==> config.mk <==
export PLATFORM = sky130hd
export DESIGN_NAME = carry_addsub_unit
export DESIGN_NICKNAME = d
export VERILOG_FILES = /design/src/rtl/carry_addsub_pkg.sv /design/src/rtl/addsub_opnd_sel.sv /design/src/rtl/addsub_core.sv /design/src/rtl/addsub_cmp.sv /design/src/rtl/carry_addsub_unit.sv
export SDC_FILE = /design/constraint.sdc
export NUM_CORES = 1
export LEC_CHECK = 0
export BUFFER_PORTS_ARGS = -buffer_cell sky130_fd_sc_hd__buf_2
export CAP_MARGIN = 15
export CORE_AREA = 5 5 171 124
export CTS_CLUSTER_DIAMETER = 80
export DETAILED_ROUTE_END_ITERATION = 8
export DIE_AREA = 0 0 176 129
export GPL_TIMING_DRIVEN = 0
export MAX_ROUTING_LAYER = met4
export PLACE_DENSITY = 0.78
export SYNTH_ARGS = -nofsm -noshare
export SYNTH_HDL_FRONTEND = slang
export SYNTH_SLANG_ARGS = --single-unit
==> constraint.sdc <==
create_clock -name clk -period 5.8 [get_ports clk]
set_clock_uncertainty 0.15 [all_clocks]
set_input_delay 1.16 -clock clk [delete_from_list [all_inputs] [get_ports clk]]
set_output_delay 1.16 -clock clk [all_outputs]
set_load 0.05 [all_outputs]
==> src/rtl/carry_addsub_pkg.sv <==
`timescale 1ns/1ps
package carry_addsub_pkg;
  typedef enum logic [3:0] {
    OP_ADD     = 4'd0,
    OP_SUBF    = 4'd1,
    OP_ADDE    = 4'd2,
    OP_SUBFE   = 4'd3,
    OP_ADDME   = 4'd4,
    OP_SUBFME  = 4'd5,
    OP_ADDZE   = 4'd6,
    OP_SUBFZE  = 4'd7,
    OP_NEG     = 4'd8,
    OP_ADDI    = 4'd9,
    OP_ADDIS   = 4'd10,
    OP_SUBFIC  = 4'd11,
    OP_ADDPCIS = 4'd12,
    OP_ADDEX   = 4'd13
  } op_e;

  typedef struct packed {
    logic lt;
    logic gt;
    logic eq;
  } cmp_t;
endpackage

==> src/rtl/addsub_opnd_sel.sv <==
`timescale 1ns/1ps
module addsub_opnd_sel
  import carry_addsub_pkg::*;
#(
  parameter int W     = 64,
  parameter int IMM_W = 16
) (
  input  op_e              op,
  input  logic             ra_is_zero,
  input  logic [W-1:0]     opa,
  input  logic [W-1:0]     opb,
  input  logic [IMM_W-1:0] imm,
  input  logic [W-1:0]     nia,
  input  logic             ca_in,
  input  logic             ov_in,
  input  logic             alt_mode,
  output logic [W-1:0]     x,
  output logic [W-1:0]     y,
  output logic             cin
);
  localparam int LO_PAD = W - IMM_W;
  localparam int HI_PAD = W - 2 * IMM_W;

  logic [W-1:0] imm_lo;
  logic [W-1:0] imm_hi;
  logic [W-1:0] base;

  assign imm_lo = {{LO_PAD{imm[IMM_W-1]}}, imm};
  assign imm_hi = {{HI_PAD{imm[IMM_W-1]}}, imm, {IMM_W{1'b0}}};
  assign base   = ra_is_zero ? '0 : opa;

  always_comb begin
    x   = opa;
    y   = opb;
    cin = 1'b0;
    case (op)
      OP_SUBF:    begin x = ~opa; cin = 1'b1; end
      OP_ADDE:    cin = ca_in;
      OP_SUBFE:   begin x = ~opa; cin = ca_in; end
      OP_ADDME:   begin y = '1; cin = ca_in; end
      OP_SUBFME:  begin x = ~opa; y = '1; cin = ca_in; end
      OP_ADDZE:   begin y = '0; cin = ca_in; end
      OP_SUBFZE:  begin x = ~opa; y = '0; cin = ca_in; end
      OP_NEG:     begin x = ~opa; y = '0; cin = 1'b1; end
      OP_ADDI:    begin x = base; y = imm_lo; end
      OP_ADDIS:   begin x = base; y = imm_hi; end
      OP_SUBFIC:  begin x = ~opa; y = imm_lo; cin = 1'b1; end
      OP_ADDPCIS: begin x = nia; y = imm_hi; end
      OP_ADDEX:   cin = alt_mode ? ca_in : ov_in;
      default:    ;
    endcase
  end
endmodule

==> src/rtl/addsub_core.sv <==
`timescale 1ns/1ps
module addsub_core #(
  parameter int W = 64
) (
  input  logic [W-1:0] x,
  input  logic [W-1:0] y,
  input  logic         cin,
  output logic [W-1:0] sum,
  output logic         cout,
  output logic         ovf
);
  logic [W:0] wide;

  assign wide = {1'b0, x} + {1'b0, y} + {{W{1'b0}}, cin};
  assign sum  = wide[W-1:0];
  assign cout = wide[W];
  assign ovf  = (x[W-1] == y[W-1]) && (wide[W-1] != x[W-1]);
endmodule

==> src/rtl/addsub_cmp.sv <==
`timescale 1ns/1ps
module addsub_cmp
  import carry_addsub_pkg::*;
#(
  parameter int W = 64
) (
  input  logic [W-1:0] value,
  output cmp_t         summary
);
  always_comb begin
    summary.lt = value[W-1];
    summary.eq = (value == '0);
    summary.gt = !summary.lt && !summary.eq;
  end
endmodule

==> src/rtl/carry_addsub_unit.sv <==
`timescale 1ns/1ps
module carry_addsub_unit
  import carry_addsub_pkg::*;
#(
  parameter int W     = 64,
  parameter int IMM_W = 16
) (
  input  logic             clk,
  input  logic             rst,
  input  logic             in_valid,
  input  logic [3:0]       op,
  input  logic             ra_is_zero,
  input  logic [W-1:0]     opa,
  input  logic [W-1:0]     opb,
  input  logic [IMM_W-1:0] imm,
  input  logic [W-1:0]     nia,
  input  logic             ca_in,
  input  logic             ov_in,
  input  logic             alt_mode,
  input  logic             ov_en,
  input  logic             cmp_en,
  output logic             out_valid,
  output logic [W-1:0]     result,
  output logic             ca_out,
  output logic             ov_out,
  output logic             ov_wr,
  output logic [2:0]       cmp_out,
  output logic             cmp_wr
);
  localparam logic [W-1:0] MOST_NEG = {1'b1, {(W-1){1'b0}}};

  op_e          op_q;
  logic [W-1:0] x, y, sum;
  logic         cin, cout, ovf;
  cmp_t         summary;

  assign op_q = op_e'(op);

  addsub_opnd_sel #(.W(W), .IMM_W(IMM_W)) u_sel (
    .op(op_q), .ra_is_zero(ra_is_zero), .opa(opa), .opb(opb), .imm(imm),
    .nia(nia), .ca_in(ca_in), .ov_in(ov_in), .alt_mode(alt_mode),
    .x(x), .y(y), .cin(cin)
  );

  addsub_core #(.W(W)) u_core (
    .x(x), .y(y), .cin(cin), .sum(sum), .cout(cout), .ovf(ovf)
  );

  addsub_cmp #(.W(W)) u_cmp (
    .value(sum), .summary(summary)
  );

  always_ff @(posedge clk) begin
    if (rst) begin
      out_valid <= 1'b0;
      result    <= '0;
      ca_out    <= 1'b0;
      ov_out    <= 1'b0;
      ov_wr     <= 1'b0;
      cmp_out   <= '0;
      cmp_wr    <= 1'b0;
    end else begin
      out_valid <= in_valid;
      ov_wr     <= in_valid && ov_en;
      cmp_wr    <= in_valid && cmp_en;
      if (in_valid) begin
        result  <= sum;
        ca_out  <= cout;
        ov_out  <= ov_en && ovf;
        cmp_out <= cmp_en ? summary : 3'b000;
      end
    end
  end

  p_valid_follow_r2: assert property (@(posedge clk) disable iff (rst)
    in_valid |=> out_valid);

  p_result_hold_r2: assert property (@(posedge clk) disable iff (rst)
    !in_valid |=> $stable(result));

  p_no_overflow_r10: assert property (@(posedge clk) disable iff (rst)
    (in_valid && !ov_en) |=> (!ov_out && !ov_wr));

  p_neg_min_r3: assert property (@(posedge clk) disable iff (rst)
    (in_valid && op == OP_NEG && ov_en && opa == MOST_NEG)
      |=> (ov_out && result == MOST_NEG));

  p_cmp_onehot_r11: assert property (@(posedge clk) disable iff (rst)
    cmp_wr |-> $countones(cmp_out) == 1);

  p_cmp_zero_r11: assert property (@(posedge clk) disable iff (rst)
    cmp_wr |-> (cmp_out[0] == (result == '0)));

  p_ra_zero_r6: assert property (@(posedge clk) disable iff (rst)
    (in_valid && op == OP_ADDI && ra_is_zero)
      |=> result == {{(W-IMM_W){$past(imm[IMM_W-1])}}, $past(imm)});
endmodule

==> results.toml, run 1 <==
[outcome]
status = "finished, violations left"
violations = "design-rule violations"

[sta]
worst_pin_slew_ns = 0.973
rsz0062_at_grt = "true"
fmax_ghz = 0.175
finalHoldViolCount = 0
period_share_pct = 98.4
finalSetupViolCount = 0
fin_setup_tns_ns = 0
timing.final.crit_period_ns = 5.71
worst_slew_margin_rel_pct = 34.8
maxSlewViolCount = 0

[floorplan]
ioPinCount = 293
die_h_um = 129
rows = 43
start_util_pct = 47.0
die_w_um = 176
die_area_mm2 = 0.0227
core_region_area_mm2 = 0.0194

[worst_setup_path]
cp-end-kind = "register"
critPathRequiredTime_ns = 5.88
crit_chain = "buf_12 > or2_4 > a21oi_4 > a21oi_4 > buf_8 > a221oi_4 > fa_2 > inv_2 > fa_2 > a21oi_4 > o211ai_1 > nand3_1 > nand2_2 > a21oi_2 > or3b_4 > a2111oi_4 > and4_1 > nand4_1 > or4_4 > o41ai_4"
critical_path.max_stage_delay_ns = 0.58
critPathLaunchType = "input port"
critPathMaxFanout = 10
cpMostUsedCell = "a21oi_4"
critPathSlowestCell = "or4_4"
path_delay_family = "simple AND/OR/NAND/NOR gates"
path_class = "in -> reg"
worstPathArrival_ns = 5.79
worst-path-buf-inv = 3
rrSetupSlack_ns = 4.85

[yosys]
syn_area_mm2 = 0.00911
ys_ff_latch = 72
yosysUniqueCellTypes = 78
async_reset_ff_share_pct = 0
synth_edf_count = 0
synth_top_area_share_pct = 15.8
synthTopCellsByCount = "nor2_1, o21ai_0, a21oi_1"
synth_most_common_cell = "nor2_1"
synthCells = 1304
synth.largest_area_cell = "dfxtp_1"
ys_seq_area_share_pct = 15.8
synth_nets = 1590
synth_area_leaders = "dfxtp_1, ha_1, o21ai_0"
ys_warn_count = 0
synth-main-ff-cell = "dfxtp_1"
synth.avg_cell_area_um2 = 6.98

[clock_network]
clk-insertion-delay-late_ns = 0.33
path_clk_slew_ns = 0.06
cts_buffer_depth = 2
root_buffer = "clkbuf_16"
cts_tree = "yes"
h-tree-depth = 3
cts_hold_buf = 0
cts_buffers = 9
numClockSinks = 72

[global_route]
grt_max_degree = 12
grt_overflow_total = 0
antenna_found_initial = 0
grt_pass1_wl_mm = 60.4
first_global_vias = 10700
grt_usage_pct = 34.8

[hold_path]
min_path_type = "reg -> reg"

[finish]
design_area_mm2 = 0.0124
antennaDiodeCount = 0
utilization_pct = 63.9
multi_input_comb_area_mm2 = 0.00786
ff_latch_area_mm2 = 0.00144
final_nets = 1931
nFillCells = 1758
area_growth_syn_to_layout_pct = 35.9
stdcell_count = 1896
layout-drive-gt1-share_pct = 33.7

[run]
max_cap_viol_count = 0

[drt]
drt_wl_total_mm = 41.7
dr_total_vias = 12000
drt_iter0_drc = 1504
postRouteAntennaNets = 0
wl_per_cell_um = 22.0
dr.pass1.iters = 8
routed_via_density = 6.35
drc = 5

[place]
place_area_mm2 = 0.0109
dp.cells = 1842
io_buffers = 291
gp_congestion = 1.00
place_hpwl_mm = 33.7

[power_and_ir_drop]
vdd_ir_drop_max_mv = 0.387
p_per_area_mw_per_mm2 = 304
power_leakage_nw = 5.49
## metrics by stage
stage	setup slack [ns]	hold WS [ns]	power, W
after detailed placement	-1.67	0.294	0.00280
after floorplan	0.0217	0.536	0.00214
after global routing	-0.0593	0.343	0.00394
after CTS	0.000819	0.320	0.00351
final	0.0926	0.333	0.00376
after global placement	-1.82	0.288	0.00279
## layout by cell type, fill, tap and decap left out, types with 6 or more instances in the layout
cell type / n
nand2b_1: 7
o211ai_1: 7
buf_2: 303
clkbuf_2: 15
mux2i_1: 54
a21o_1: 13
ha_1: 43
nand2_1: 100
o21ai_0: 91
inv_1: 28
clkbuf_4: 6
buf_1: 6
a211oi_1: 14
nand3_1: 20
a31oi_1: 7
o21ai_2: 13
dfxtp_1: 72
nor4_1: 7
buf_4: 55
ha_2: 19
clkbuf_16: 9
a32oi_1: 15
xnor2_1: 34
a21oi_1: 91
nor2b_1: 9
or3_1: 7
nor2_1: 165
buf_6: 7
o21a_1: 51
a21oi_4: 11
o21ai_1: 41
xor2_1: 19
nor3_1: 18
a21oi_2: 35
a22oi_1: 64
and2_1: 6
nand4_1: 32
clkbuf_1: 19
## final timing paths
| check | start | cells after the start | end |
|---|---|---|---|
| setup / recovery | op[1] | 20 | cmp_out[0] |
| hold / removal | result[51] | 2 | result[51] |
| setup reg to reg | result[38] | 3 | result[38] |
| hold reg to reg | result[51] | 2 | result[51] |
## repair_timing
action                     in CTS  in global routing
hold endpoints to repair        0                  0
pin swaps                      28                 43
setup endpoints to repair      32                  7
setup buffers                  25                 25
gates resized for setup        97                193
## logic make-up (layout without fill, tap and decap cells)
family,Yosys count,in the layout,synth area share (%)
AO/OA/AOI/OAI,516,516,37.1
XOR/XNOR,56,56,5.39
adder cells (fa/ha/maj),65,65,9.09
buffers and inverters,116,461,5.19
flip-flops,72,72,15.8
multiplexers,54,54,5.93
AND/OR/NAND/NOR,425,425,21.5
## layout make-up
| cell class | count | share of cell area [%] |
|---|---|---|
| inverter | 30 | 0.910 |
| multi-input combinational | 1116 | 63.5 |
| buffer | 75 | 3.62 |
| clock buffer | 12 | 2.07 |
| timing repair buffer | 341 | 15.2 |
| clock inverter | 3 | 0.526 |
| sequential | 72 | 11.6 |
| tap | 247 | 2.50 |
## sequential cells by signal, summed over array words and instances, names as in the netlist
signal / flops
ov_wr: 1
out_valid: 1
ov_out: 1
cmp_wr: 1
ca_out: 1
result: 64
cmp_out: 3
## report_power, final
group | total (W) | internal [W] | switching [W]
Sequential | 0.000641 | 0.000585 | 0.0000559
Clock | 0.000593 | 0.000397 | 0.000196
Combinational | 0.00253 | 0.000841 | 0.00169
## worst min-delay path: stages, from the launching register on
cell and delay, ns:
dfxtp_1 0.31, nand2_1 0.07, a21oi_1 0.06
## per-layer routing
layer	global-route usage, %	part of all wire (%)	vias up
met5	-	0	-
met4	5.82	1.6	0
met3	7.75	14	66
met2	45.7	38	812
met1	54.0	47	5624
li1	-	-	5534
Note: power is estimated with default switching activity, not from simulation.
==> run 2, diff against run 1 <==
Settings changed: CTS_BUF_LIST from default to sky130_fd_sc_hd__clkbuf_16.
==> run 2 against run 1 <==
Net effect: the run now ends clean; sequential power barely moved; clock power fell by 4.2%; sequential share of layout area rose by 0.069 points; critical path depth unchanged; worst setup slack worse by 0.045 ns; combinational power is essentially flat; highest routed layer unchanged.
==> results.toml, run 2 (synthesis results as in run 1) <==
[worst_setup_path]
worstPathArrival_ns = 5.83
critPathLaunchType = "input port"
critPathMaxFanout = 10
cp-end-kind = "register"
path_class = "in -> reg"
critPathRequiredTime_ns = 5.88

[finish]
design_area_mm2 = 0.0123
nFillCells = 1769
layout-drive-gt1-share_pct = 33.4
area_growth_syn_to_layout_pct = 35.1
multi_input_comb_area_mm2 = 0.00783
layout_common_cells = "buf_2, nor2_1, nand2_1"
largest_registers = "result: 64 flops, cmp_out: 3 flops"
regMostFlops = "result"
final_common_cell = "buf_2"
ff_latch_area_mm2 = 0.00144
final_nets = 1931
largest_reg_flops = 64

[clock_network]
clk-insertion-delay-late_ns = 0.33
cts_buffers = 9
cts_tree = "yes"
path_clk_slew_ns = 0.05
root_buffer = "clkbuf_16"
numClockSinks = 72
h-tree-depth = 3
cts_buffer_depth = 2

[drt]
postRouteAntennaNets = 0
drt_wl_total_mm = 41.6
routed_via_density = 6.28
wl_per_cell_um = 21.9
dr_total_vias = 11900
drt_iter0_drc = 1490
dr.pass1.iters = 6
drc = 0

[global_route]
grt_max_degree = 12
grt_pass1_wl_mm = 60.6
first_global_vias = 10800
grt_usage_pct = 35.0
antenna_found_initial = 0
grt_overflow_total = 0

[sta]
fin_setup_tns_ns = 0
rsz0062_at_grt = "true"
finalSetupViolCount = 0
fmax_ghz = 0.174
worst_pin_slew_ns = 0.899
timing.final.crit_period_ns = 5.75
period_share_pct = 99.2
worst_slew_margin_rel_pct = 39.7
timing.hold.ws_ns = 0.328
finalHoldViolCount = 0
maxSlewViolCount = 0

[place]
place_area_mm2 = 0.0109
io_buffers = 291
place_hpwl_mm = 33.7
gp_congestion = 1.00

[floorplan]
start_util_pct = 47.0
die_area_mm2 = 0.0227
core_region_area_mm2 = 0.0194
die_w_um = 176
ioPinCount = 293
die_h_um = 129
rows = 43

[power_and_ir_drop]
net-switching-power_w = 0.00194
power_w = 0.00373
p_per_area_mw_per_mm2 = 303
power_leakage_nw = 5.47
swShare_pct = 52.0
p_int_w = 0.00179
vdd_ir_drop_max_mv = 0.390
pwr-share-clk_pct = 15.2
p_comb_share_pct = 67.6
p_seq_share_pct = 17.2

[outcome]
status = "finished clean"

[hold_path]
min_path_type = "reg -> reg"

[run]
max_cap_viol_count = 0
-- run 2: cell types whose count changed in the layout (fill, tap and decap cells not counted), moves of 2 or more --
| cell | previous run | this run |
|---|---|---|
| buf_6 | 7 | 10 |
| a21oi_2 | 35 | 37 |
| a21oi_4 | 11 | 9 |
| buf_12 | 4 | 2 |
| clkbuf_8 | 2 | 0 |
| clkinv_1 | 1 | 3 |
| diode_2 | 0 | 2 |
-- run 2: cell type report --
class | instances | share of cell area [%]
clock buffers | 9 | 1.83
well taps | 247 | 2.51
repair buffers | 341 | 15.2
clock inverters | 6 | 0.620
diodes | 2 | 0.0407
inverters | 30 | 0.915
multi-input cells | 1116 | 63.6
flip-flops and latches | 72 | 11.7
plain buffers | 75 | 3.55
-- run 2: worst paths after layout --
| kind | from | end | slack [ns] | cells after the start |
|---|---|---|---|---|
| worst max register to register | result[38] | result[38] | 4.85 | 3 |
| worst min-delay path | cmp_out[2] | cmp_out[2] | 0.33 | 2 |
| worst min register to register | cmp_out[2] | cmp_out[2] | 0.33 | 2 |
| worst max-delay path | op[1] | cmp_out[0] | 0.05 | 20 |
-- run 2: through the flow --
stage               worst slack (ns)  util [%]  std cells
detailed placement             -1.67      56.2       1842
finish                        0.0475      63.5       1898
global placement               -1.82      56.2       1842
floorplan                     0.0217         -       1304
CTS                          0.00128      60.3       1873
global route                 -0.0628      63.5       1896
-- run 2: metal layers --
| layer | vias to the layer above | global-route usage, % | wire, µm |
|---|---|---|---|
| li1 | 5540 | - | - |
| met1 | 5575 | 54.0 | 19500 |
| met2 | 743 | 46.2 | 15700 |
| met3 | 52 | 7.58 | 5740 |
| met4 | 0 | 6.32 | 656 |
| met5 | - | - | 0 |
-- run 2: worst max-delay path, stage by stage --
cell and delay, ns:
buf_6 0.12, or2_4 0.29, a21oi_4 0.18, a21oi_4 0.06
buf_6 0.17, a221oi_4 0.26, fa_2 0.37, inv_2 0.06
fa_2 0.39, a21oi_4 0.20, o211ai_1 0.14, nand3_1 0.18
nand2_2 0.11, a21oi_2 0.20, or3b_4 0.42, a2111oi_4 0.33
and4_1 0.22, nand4_1 0.15, or4_4 0.58, o41ai_4 0.22
-- run 2: power by group through the flow --
stage | clock [W] | sequential (W) | combinational (W)
finish | 0.000568 | 0.000641 | 0.00252
global route | 0.000588 | 0.000649 | 0.00267
CTS | 0.000570 | 0.000637 | 0.00228
detailed placement | 0 | 0.000643 | 0.00215
global placement | 0 | 0.000644 | 0.00214
floorplan | 0 | 0.000941 | 0.00120
-- run 2: timing repair --
item	in CTS	in global routing
gates resized for setup	97	181
buffers inserted	25	25
hold buffers	0	0
setup endpoints to repair	32	8
pin swaps	28	43
gates cloned	0	0
